===== src/rtl/xint_pkg.sv =====
package xint_pkg;
   typedef enum logic {PIN_FALL = 1'b0, PIN_RISE = 1'b1} pin_kind_e;

   // Inactive level of a pin: low for rising-type, high for falling-type.
   function automatic logic idle_level(input pin_kind_e kind);
      return (kind == PIN_RISE) ? 1'b0 : 1'b1;
   endfunction
endpackage


===== src/rtl/xint_sync.sv =====
module xint_sync #(
   parameter int unsigned     N       = 8,
   parameter logic [N-1:0]    RST_VAL = '0
) (
   input  logic         clk,
   input  logic         rst_n,
   input  logic [N-1:0] d_i,
   output logic [N-1:0] q_o
);
   generate
      for (genvar i = 0; i < N; i++) begin : g_bit
         logic meta_q, stab_q;
         always_ff @(posedge clk or negedge rst_n) begin
            if (!rst_n) begin
               meta_q <= RST_VAL[i];
               stab_q <= RST_VAL[i];
            end else begin
               meta_q <= d_i[i];
               stab_q <= meta_q;
            end
         end
         assign q_o[i] = stab_q;
      end
   endgenerate
endmodule


===== src/rtl/xint_group.sv =====
module xint_group #(
   parameter int unsigned        GS        = 4,
   parameter logic [GS-1:0]      RISE_MASK = 4'b0011
) (
   input  logic          clk,
   input  logic          rst_n,
   input  logic [GS-1:0] lvl_i,
   input  logic [GS-1:0] gate_i,
   input  logic          clr_i,
   input  logic          ack_i,
   output logic          pend_o
);
   logic [GS-1:0] active;
   logic          line, line_q, edge_hit;

   // Active sense per pin: level for rising-type, inverted level for falling-type.
   assign active   = ~(lvl_i ^ RISE_MASK);
   assign line     = |(active & gate_i);
   assign edge_hit = line & ~line_q;

   always_ff @(posedge clk or negedge rst_n) begin
      if (!rst_n) begin
         line_q <= 1'b0;
         pend_o <= 1'b0;
      end else begin
         line_q <= line;
         if (edge_hit)            pend_o <= 1'b1;
         else if (clr_i || ack_i) pend_o <= 1'b0;
      end
   end
endmodule


===== src/rtl/xint_prio.sv =====
module xint_prio #(
   parameter int unsigned N  = 6,
   parameter int unsigned VW = 3
) (
   input  logic [N-1:0]  req_i,
   output logic          any_o,
   output logic [VW-1:0] idx_o
);
   always_comb begin
      any_o = |req_i;
      idx_o = '0;
      for (int i = N - 1; i >= 0; i--) begin
         if (req_i[i]) idx_o = VW'(i);
      end
   end
endmodule


===== src/rtl/xint_ctrl.sv =====
module xint_ctrl
   import xint_pkg::*;
#(
   parameter int unsigned       N_PIN     = 8,
   parameter int unsigned       GRP_SIZE  = 4,
   parameter int unsigned       N_PER     = 4,
   parameter logic [N_PIN-1:0]  RISE_MASK = 8'h33,
   parameter int unsigned       ANA_GRP   = 1,
   localparam int unsigned      N_GRP     = N_PIN / GRP_SIZE,
   localparam int unsigned      N_VEC     = N_GRP + N_PER,
   localparam int unsigned      VW        = (N_VEC > 1) ? $clog2(N_VEC) : 1
) (
   input  logic                clk,
   input  logic                rst_n,
   input  logic [N_PIN-1:0]    pin_i,
   input  logic [N_PIN-1:0]    pin_en_i,
   input  logic [GRP_SIZE-1:0] pin_analog_i,
   input  logic                cpu_mask_i,
   input  logic [N_PER-1:0]    per_flag_i,
   input  logic [N_PER-1:0]    per_en_i,
   input  logic [N_GRP-1:0]    ext_clr_i,
   input  logic                ack_i,
   output logic                irq_o,
   output logic [VW-1:0]       vec_o,
   output logic [N_GRP-1:0]    ext_pend_o
);
   if (N_PIN % GRP_SIZE != 0) begin : g_bad_group
      $error("N_PIN must be a multiple of GRP_SIZE");
   end
   if (ANA_GRP >= N_GRP) begin : g_bad_ana
      $error("ANA_GRP out of range");
   end
   if (N_PER == 0) begin : g_bad_per
      $error("N_PER must be at least 1");
   end

   localparam logic [N_PIN-1:0] SYNC_RST = ~RISE_MASK;

   logic [N_PIN-1:0] pin_s;
   logic [N_VEC-1:0] req;
   logic             any_req;

   xint_sync #(.N(N_PIN), .RST_VAL(SYNC_RST)) u_sync (
      .clk(clk), .rst_n(rst_n), .d_i(pin_i), .q_o(pin_s)
   );

   generate
      for (genvar g = 0; g < N_GRP; g++) begin : g_grp
         logic [GRP_SIZE-1:0] gate;
         logic                ack_hit;
         if (g == ANA_GRP) begin : g_ana
            assign gate = pin_en_i[g*GRP_SIZE +: GRP_SIZE] & ~pin_analog_i;
         end else begin : g_dig
            assign gate = pin_en_i[g*GRP_SIZE +: GRP_SIZE];
         end
         assign ack_hit = ack_i & irq_o & (vec_o == VW'(g));
         xint_group #(
            .GS(GRP_SIZE), .RISE_MASK(RISE_MASK[g*GRP_SIZE +: GRP_SIZE])
         ) u_grp (
            .clk(clk), .rst_n(rst_n),
            .lvl_i(pin_s[g*GRP_SIZE +: GRP_SIZE]),
            .gate_i(gate),
            .clr_i(ext_clr_i[g]),
            .ack_i(ack_hit),
            .pend_o(ext_pend_o[g])
         );
      end
   endgenerate

   assign req = {per_flag_i & per_en_i, ext_pend_o};

   xint_prio #(.N(N_VEC), .VW(VW)) u_prio (
      .req_i(req), .any_o(any_req), .idx_o(vec_o)
   );

   assign irq_o = any_req & ~cpu_mask_i;
endmodule


===== config.mk =====
export PLATFORM = sky130hd
export DESIGN_NAME = xint_ctrl
export DESIGN_NICKNAME = d
export VERILOG_FILES = /design/src/rtl/xint_pkg.sv /design/src/rtl/xint_sync.sv /design/src/rtl/xint_group.sv /design/src/rtl/xint_prio.sv /design/src/rtl/xint_ctrl.sv
export SDC_FILE = /design/constraint.sdc
export NUM_CORES = 1
export LEC_CHECK = 0
export BUFFER_PORTS_ARGS = -buffer_cell sky130_fd_sc_hd__buf_2
export CAP_MARGIN = 20
export CORE_AREA = 2 2 40 49
export DETAILED_ROUTE_END_ITERATION = 6
export DIE_AREA = 0 0 42 51
export PLACE_DENSITY = 0.85
export SETUP_SLACK_MARGIN = 0.5
export SYNTH_ARGS = -nofsm -noshare
export SYNTH_HDL_FRONTEND = slang
export SYNTH_SLANG_ARGS = --single-unit

===== constraint.sdc =====
create_clock -name clk -period 2.95 [get_ports clk]
set_input_delay 0.295 -clock clk [delete_from_list [all_inputs] [get_ports clk]]
set_output_delay 0.295 -clock clk [all_outputs]
set_load 0.005 [all_outputs]

**Word-level counts from Yosys, hierarchy flattened**

Cells that the tools add are included.

- Register bits: 20
- Bits of input ports: 34
- Output and inout bits: 6
- Word-level logic and storage cells: 57

- Eq/ne operators: 1
- Mux-type cells: 10
- Bitwise gates (word level): 18
- Reductions and logical operators: 8

Operators with widths:

| kind | count |
|---|---|
| $mux 3 | 6 |
| $and 4x4->4 | 4 |
| $not 4->4 | 3 |
| $reduce_or 4->1 | 2 |
| $and 1x1->1 | 6 |
| $reduce_or 6->1 | 1 |
| $mux 1 | 4 |
| $not 2->2 | 2 |
| $reduce_bool 2->1 | 2 |
| $eq 3x1->1 const B | 1 |
| $logic_not 3->1 | 1 |
| $not 1->1 | 3 |
| $logic_or 1x1->1 | 2 |

**Longest topological paths before layout**

- Depth after elaboration: 12
- Mapped depth: 4
- Gate-level depth less buffers: 4

**Modules after synthesis**

From an unflattened synthesis, not the netlist that was laid out.

- Cell total of the unflattened synthesis: 66
- Area total of the unflattened synthesis: 853.3 um^2

By module, submodules not included:

| module | instances | cells an instance | area each (um^2) | sequential area each (um^2) |
|---|---|---|---|---|
| xint_sync | 1 | 24 | 470.5 | 410.4 |
| xint_group | 2 | 9 | 101.3 | 50.0 |
| xint_ctrl | 1 | 14 | 127.6 | 0.0 |
| xint_prio | 1 | 10 | 52.6 | 0.0 |

**Worst setup path after synthesis**

OpenSTA, ideal clock, no wires.

- Path type: reg2reg
- Start: register u_sync.g_bit[7].stab_q
- End: register g_grp[1].u_grp.pend_o
- Setup time: 0.118 ns
- Arrival time: 1.019 ns
- Data required time: 2.832 ns
- Path slack: 1.813 ns
- Stages on the path, launching flop included: 5
- Buffers on the path: 0
- Period minus slack after synthesis: 1.137 ns
- Cells stage by stage: dfstp_2 nor2_1 o2bb2ai_1 a211o_1 a21o_1

- Longest elaborated chain between the ends: 5
- Elaborated cells on any way between the ends: 6
- Those cells by class: 1 x mux; 3 x bitwise; 2 x reduce/logical

Ends and longest elaborated chain:

| element | line | RTL |
|---|---|---|
| start: declaration | xint_sync.sv:12 | `logic meta_q, stab_q;` |
| start signal: assignment | xint_sync.sv:16 | `stab_q <= RST_VAL[i];` |
| start signal: assignment | xint_sync.sv:19 | `stab_q <= meta_q;` |
| $not 4->4 (*) | xint_group.sv:17 | `assign active = ~(lvl_i ^ RISE_MASK);` |
| $and 4x4->4 (*) | xint_group.sv:18 | `assign line = \|(active & gate_i);` |
| $reduce_or 4->1 (*) | xint_group.sv:18 |  |
| via g_grp[1].u_grp.line | xint_group.sv:14 | `logic line, line_q, edge_hit;` |
| $and 1x1->1 (*) | xint_group.sv:19 | `assign edge_hit = line & ~line_q;` |
| $mux 1 or $reduce_bool 2->1 (tied branches) | - |  |
| end signal: assignment | xint_group.sv:24 | `pend_o <= 1'b0;` |
| end signal: assignment | xint_group.sv:27 | `if (edge_hit) pend_o <= 1'b1;` |
| end signal: assignment | xint_group.sv:28 | `else if (clr_i \|\| ack_i) pend_o <= 1'b0;` |
| end: declaration | xint_group.sv:11 | `output logic pend_o` |

Mark *: on every way through the listed nets, which the timed path passes. The rest lies on a longest branch.
A chain may end at the register's enable or synchronous reset.

**Worst setup path after layout**

- Start: register g_grp[0].u_grp.pend_o
- End: output port vec_o[2]

- Longest elaborated chain between the ends: 1

Ends and longest elaborated chain:

| element | line | RTL |
|---|---|---|
| start: declaration | xint_group.sv:11 |  |
| start signal: assignment | xint_group.sv:24 |  |
| start signal: assignment | xint_group.sv:27 |  |
| start signal: assignment | xint_group.sv:28 |  |
| $mux 3 | xint_prio.sv:13 | `if (req_i[i]) idx_o = VW'(i);` |
| end: declaration | xint_ctrl.sv:24 | `output logic [VW-1:0] vec_o,` |

No other way between the ends.

==> run_results.csv <==
group,metric,value,unit
clock_network,cts_buffers,3,
grt,grt-ovfl-total,0,
timing,fin_worst_skew,5.28,ps
grt,antenna_found_initial,0,
power,total_power,585,uW
placed_design,placed_area,908,sq um
timing,hold_violations,0,
layout,syn2layout_area_growth,37.8,%
power,cellPowerDensity,602,mW/mm^2
grt,grt_max_degree,21,
run,drv_cap,0,
critical_path,cp-end-kind,"output port",
drt,wl,1.18,mm
floorplanning,rows,17,
drt,drt-vias-per-instance,4.82,
power,p_sw_frac,0.196,
drt,ant_nets,0,
yosys,syn-cell-area,704,sq um
layout,drive_above_1_share,0.558,
placed_design,hpwlAfterDp,1.01,mm
hold_path,hold_depth,1,
power,power_frac_seq,0.522,
power,cellLeakagePower,0.000507,uW
timing,period_needed,1450,ps
clock_network,postCtsHoldBufs,1,
timing,setup_tns,0,ps
hold_path,min_path_type,"in2reg",
critical_path,start_kind,"register",
floorplanning,dieHeight,51,microns
timing,slew_headroom,0.733,
floorplanning,io_pins,40,
critical_path,reg2reg_depth,4,
drt,drt-pass1-iter-count,2,
clock_network,clk_pin_slew,110,ps
layout,finalInstanceArea,971,sq um
layout,layout.nets,130,
grt,grtUsageTotal,0.128,
yosys,ys_seq_area_frac,0.725,
timing,max_freq,0.689,GHz
placed_design,place_congestion,0.678,
timing,setup_viol,0,
grt,grt_pass1_wl,2.01,mm
yosys,synth_cell_types,18,
yosys,postSynthAreaPerCell,13.3,sq um
power,clock_power_share,0.366,
drt,drtIter0Drc,5,
timing,maxSlewViolCount,0,
power,ir_worst_vdd,0.515,mV
drt,vias,549,
critical_path,cp.required,2650,ps
clock_network,clock_latency,290,ps
power,power.switching,115,uW
grt,grt_pass1_vias,516,
floorplanning,core,0.00172,sq mm
floorplanning,die_w,42,microns
status,status,"complete, no violations",
timing,tightest_slew,401,ps
clock_network,cts-root-buf,"clkbuf_4",
timing,rsz0062_at_grt,"no",
clock_network,cts.sinks,20,
clock_network,cts-htree-levels,1,
layout,diodes,0,
clock_network,clock_path_buffers,2,
clock_network,cts_setup_buffers,0,
yosys,syn_inst,53,
drt,routedWlPerCell,10.4,microns
critical_path,path_class,"reg2out",
clock_network,cts_tree,"done",
floorplanning,start_util,0.409,
power,p_int,470,uW
floorplanning,die_area,0.00214,sq mm
yosys,ys_ff_latch,20,
power,combPwrFrac,0.112,
critical_path,crit_arrival,1160,ps
yosys,ys.warnings.count,0,
timing,post-route-period-util,0.492,
critical_path,worstPathMaxFanout,6,
yosys,syn-num-nets,87,
placed_design,io_buffers,39,
clock_network,post_cts_resize_count,0,
drt,drc,0,
-- worst max-delay path, stage by stage (launching register included) --
cell and delay (ps):
dfrtp_1 440, nor2_1 140, nand2_1 70, nor2_1 110, buf_2 110
-- final cells by class --
class,count,area [sq um]
clock buffers,3,22.5
well taps,19,23.8
flip-flops and latches,20,510
inverters,5,18.8
clock inverters,1,30.0
fillers,165,752
repair buffers,40,205
multi-input cells,26,160
-- cells in the mapped netlist (all sizes together) --
cell / instances / area [sq um]
a32o: 2 / 20.0
nand2b: 1 / 6.26
a21o: 1 / 7.51
nor2: 7 / 28.8
inv: 5 / 18.8
dfrtp: 12 / 300
nor3b: 1 / 7.51
a21oi: 1 / 5.00
buf: 2 / 15.0
a31oi: 1 / 6.26
a211o: 1 / 8.76
o221ai: 1 / 15.0
nor3: 1 / 5.00
a22oi: 3 / 22.5
dfstp: 8 / 210
nand2: 5 / 18.8
o2bb2ai: 1 / 8.76
-- layout by cell type, fill, tap and decap left out --
cell type      Yosys  layout
a211o_1            1       1
a21o_1             1       1
a21oi_1            1       1
a22oi_1            3       3
a31oi_1            1       1
a32o_1             2       2
buf_2              0      39
bufinv_16          0       1
clkbuf_4           0       3
dfrtp_1           12      12
dfstp_2            8       8
dlygate4sd3_1      0       1
inv_1              5       5
nand2_1            5       5
nand2b_1           1       1
nor2_1             6       6
nor2_2             1       1
nor3_1             1       1
nor3b_1            1       1
o221ai_2           1       1
o2bb2ai_1          1       1
-- sequential cells by signal (all words and copies together) (netlist names) --
register             cells
g_grp.u_grp.line_q       2
u_sync.g_bit.stab_q      8
g_grp.u_grp.pend_o       2
u_sync.g_bit.meta_q      8
-- per-stage QoR --
stage	setup slack, ps	std cells	utilization	hold slack [ps]
floorplan	1810	53	-	-0.591
global placement	1690	109	0.527	239
detailed placement	1650	109	0.527	248
CTS	1480	114	0.564	70.7
global route	1360	114	0.564	62.3
finish	1500	114	0.564	86.3
-- power by group through the flow --
stage | Sequential, uW | Clock (uW) | Combinational, uW
floorplan | 308 | 0 | 30.6
global placement | 309 | 0 | 63.2
detailed placement | 310 | 0 | 65.8
CTS | 305 | 222 | 67.0
global route | 308 | 234 | 74.4
finish | 305 | 214 | 65.3
-- worst paths after layout --
kind | from | end | slack (ps)
worst min register to register | u_sync.g_bit[5].meta_q$_DFF_PN0_ | u_sync.g_bit[5].stab_q$_DFF_PN0_ | 360
worst max-delay path | g_grp[0].u_grp.pend_o$_DFFE_PN0P_ | vec_o[2] | 1500
worst min-delay path | pin_i[2] | u_sync.g_bit[2].meta_q$_DFF_PN1_ | 90
min in group asynchronous | rst_n | g_grp[0].u_grp.line_q$_DFF_PN0_ | 440
max in group asynchronous | rst_n | u_sync.g_bit[7].stab_q$_DFF_PN1_ | 2190
worst max register to register | u_sync.g_bit[7].stab_q$_DFF_PN1_ | g_grp[1].u_grp.pend_o$_DFFE_PN0P_ | 1770
-- metal layers --
metal	track usage	vias to the layer above	wire length, microns
met2	0.242	33	634
met5	0	-	0
met1	0.126	251	402
met3	0.0318	2	130
li1	-	263	-
met4	0.0645	0	15
-- kinds of logic after synthesis --
group	after synthesis	share of synthesized area
buffers and inverters	7	0.0480
DFF	20	0.725
AOI/OAI and AO/OA	11	0.133
and+or+nand+nor	15	0.0941
Power figures use the tool's default switching activity.
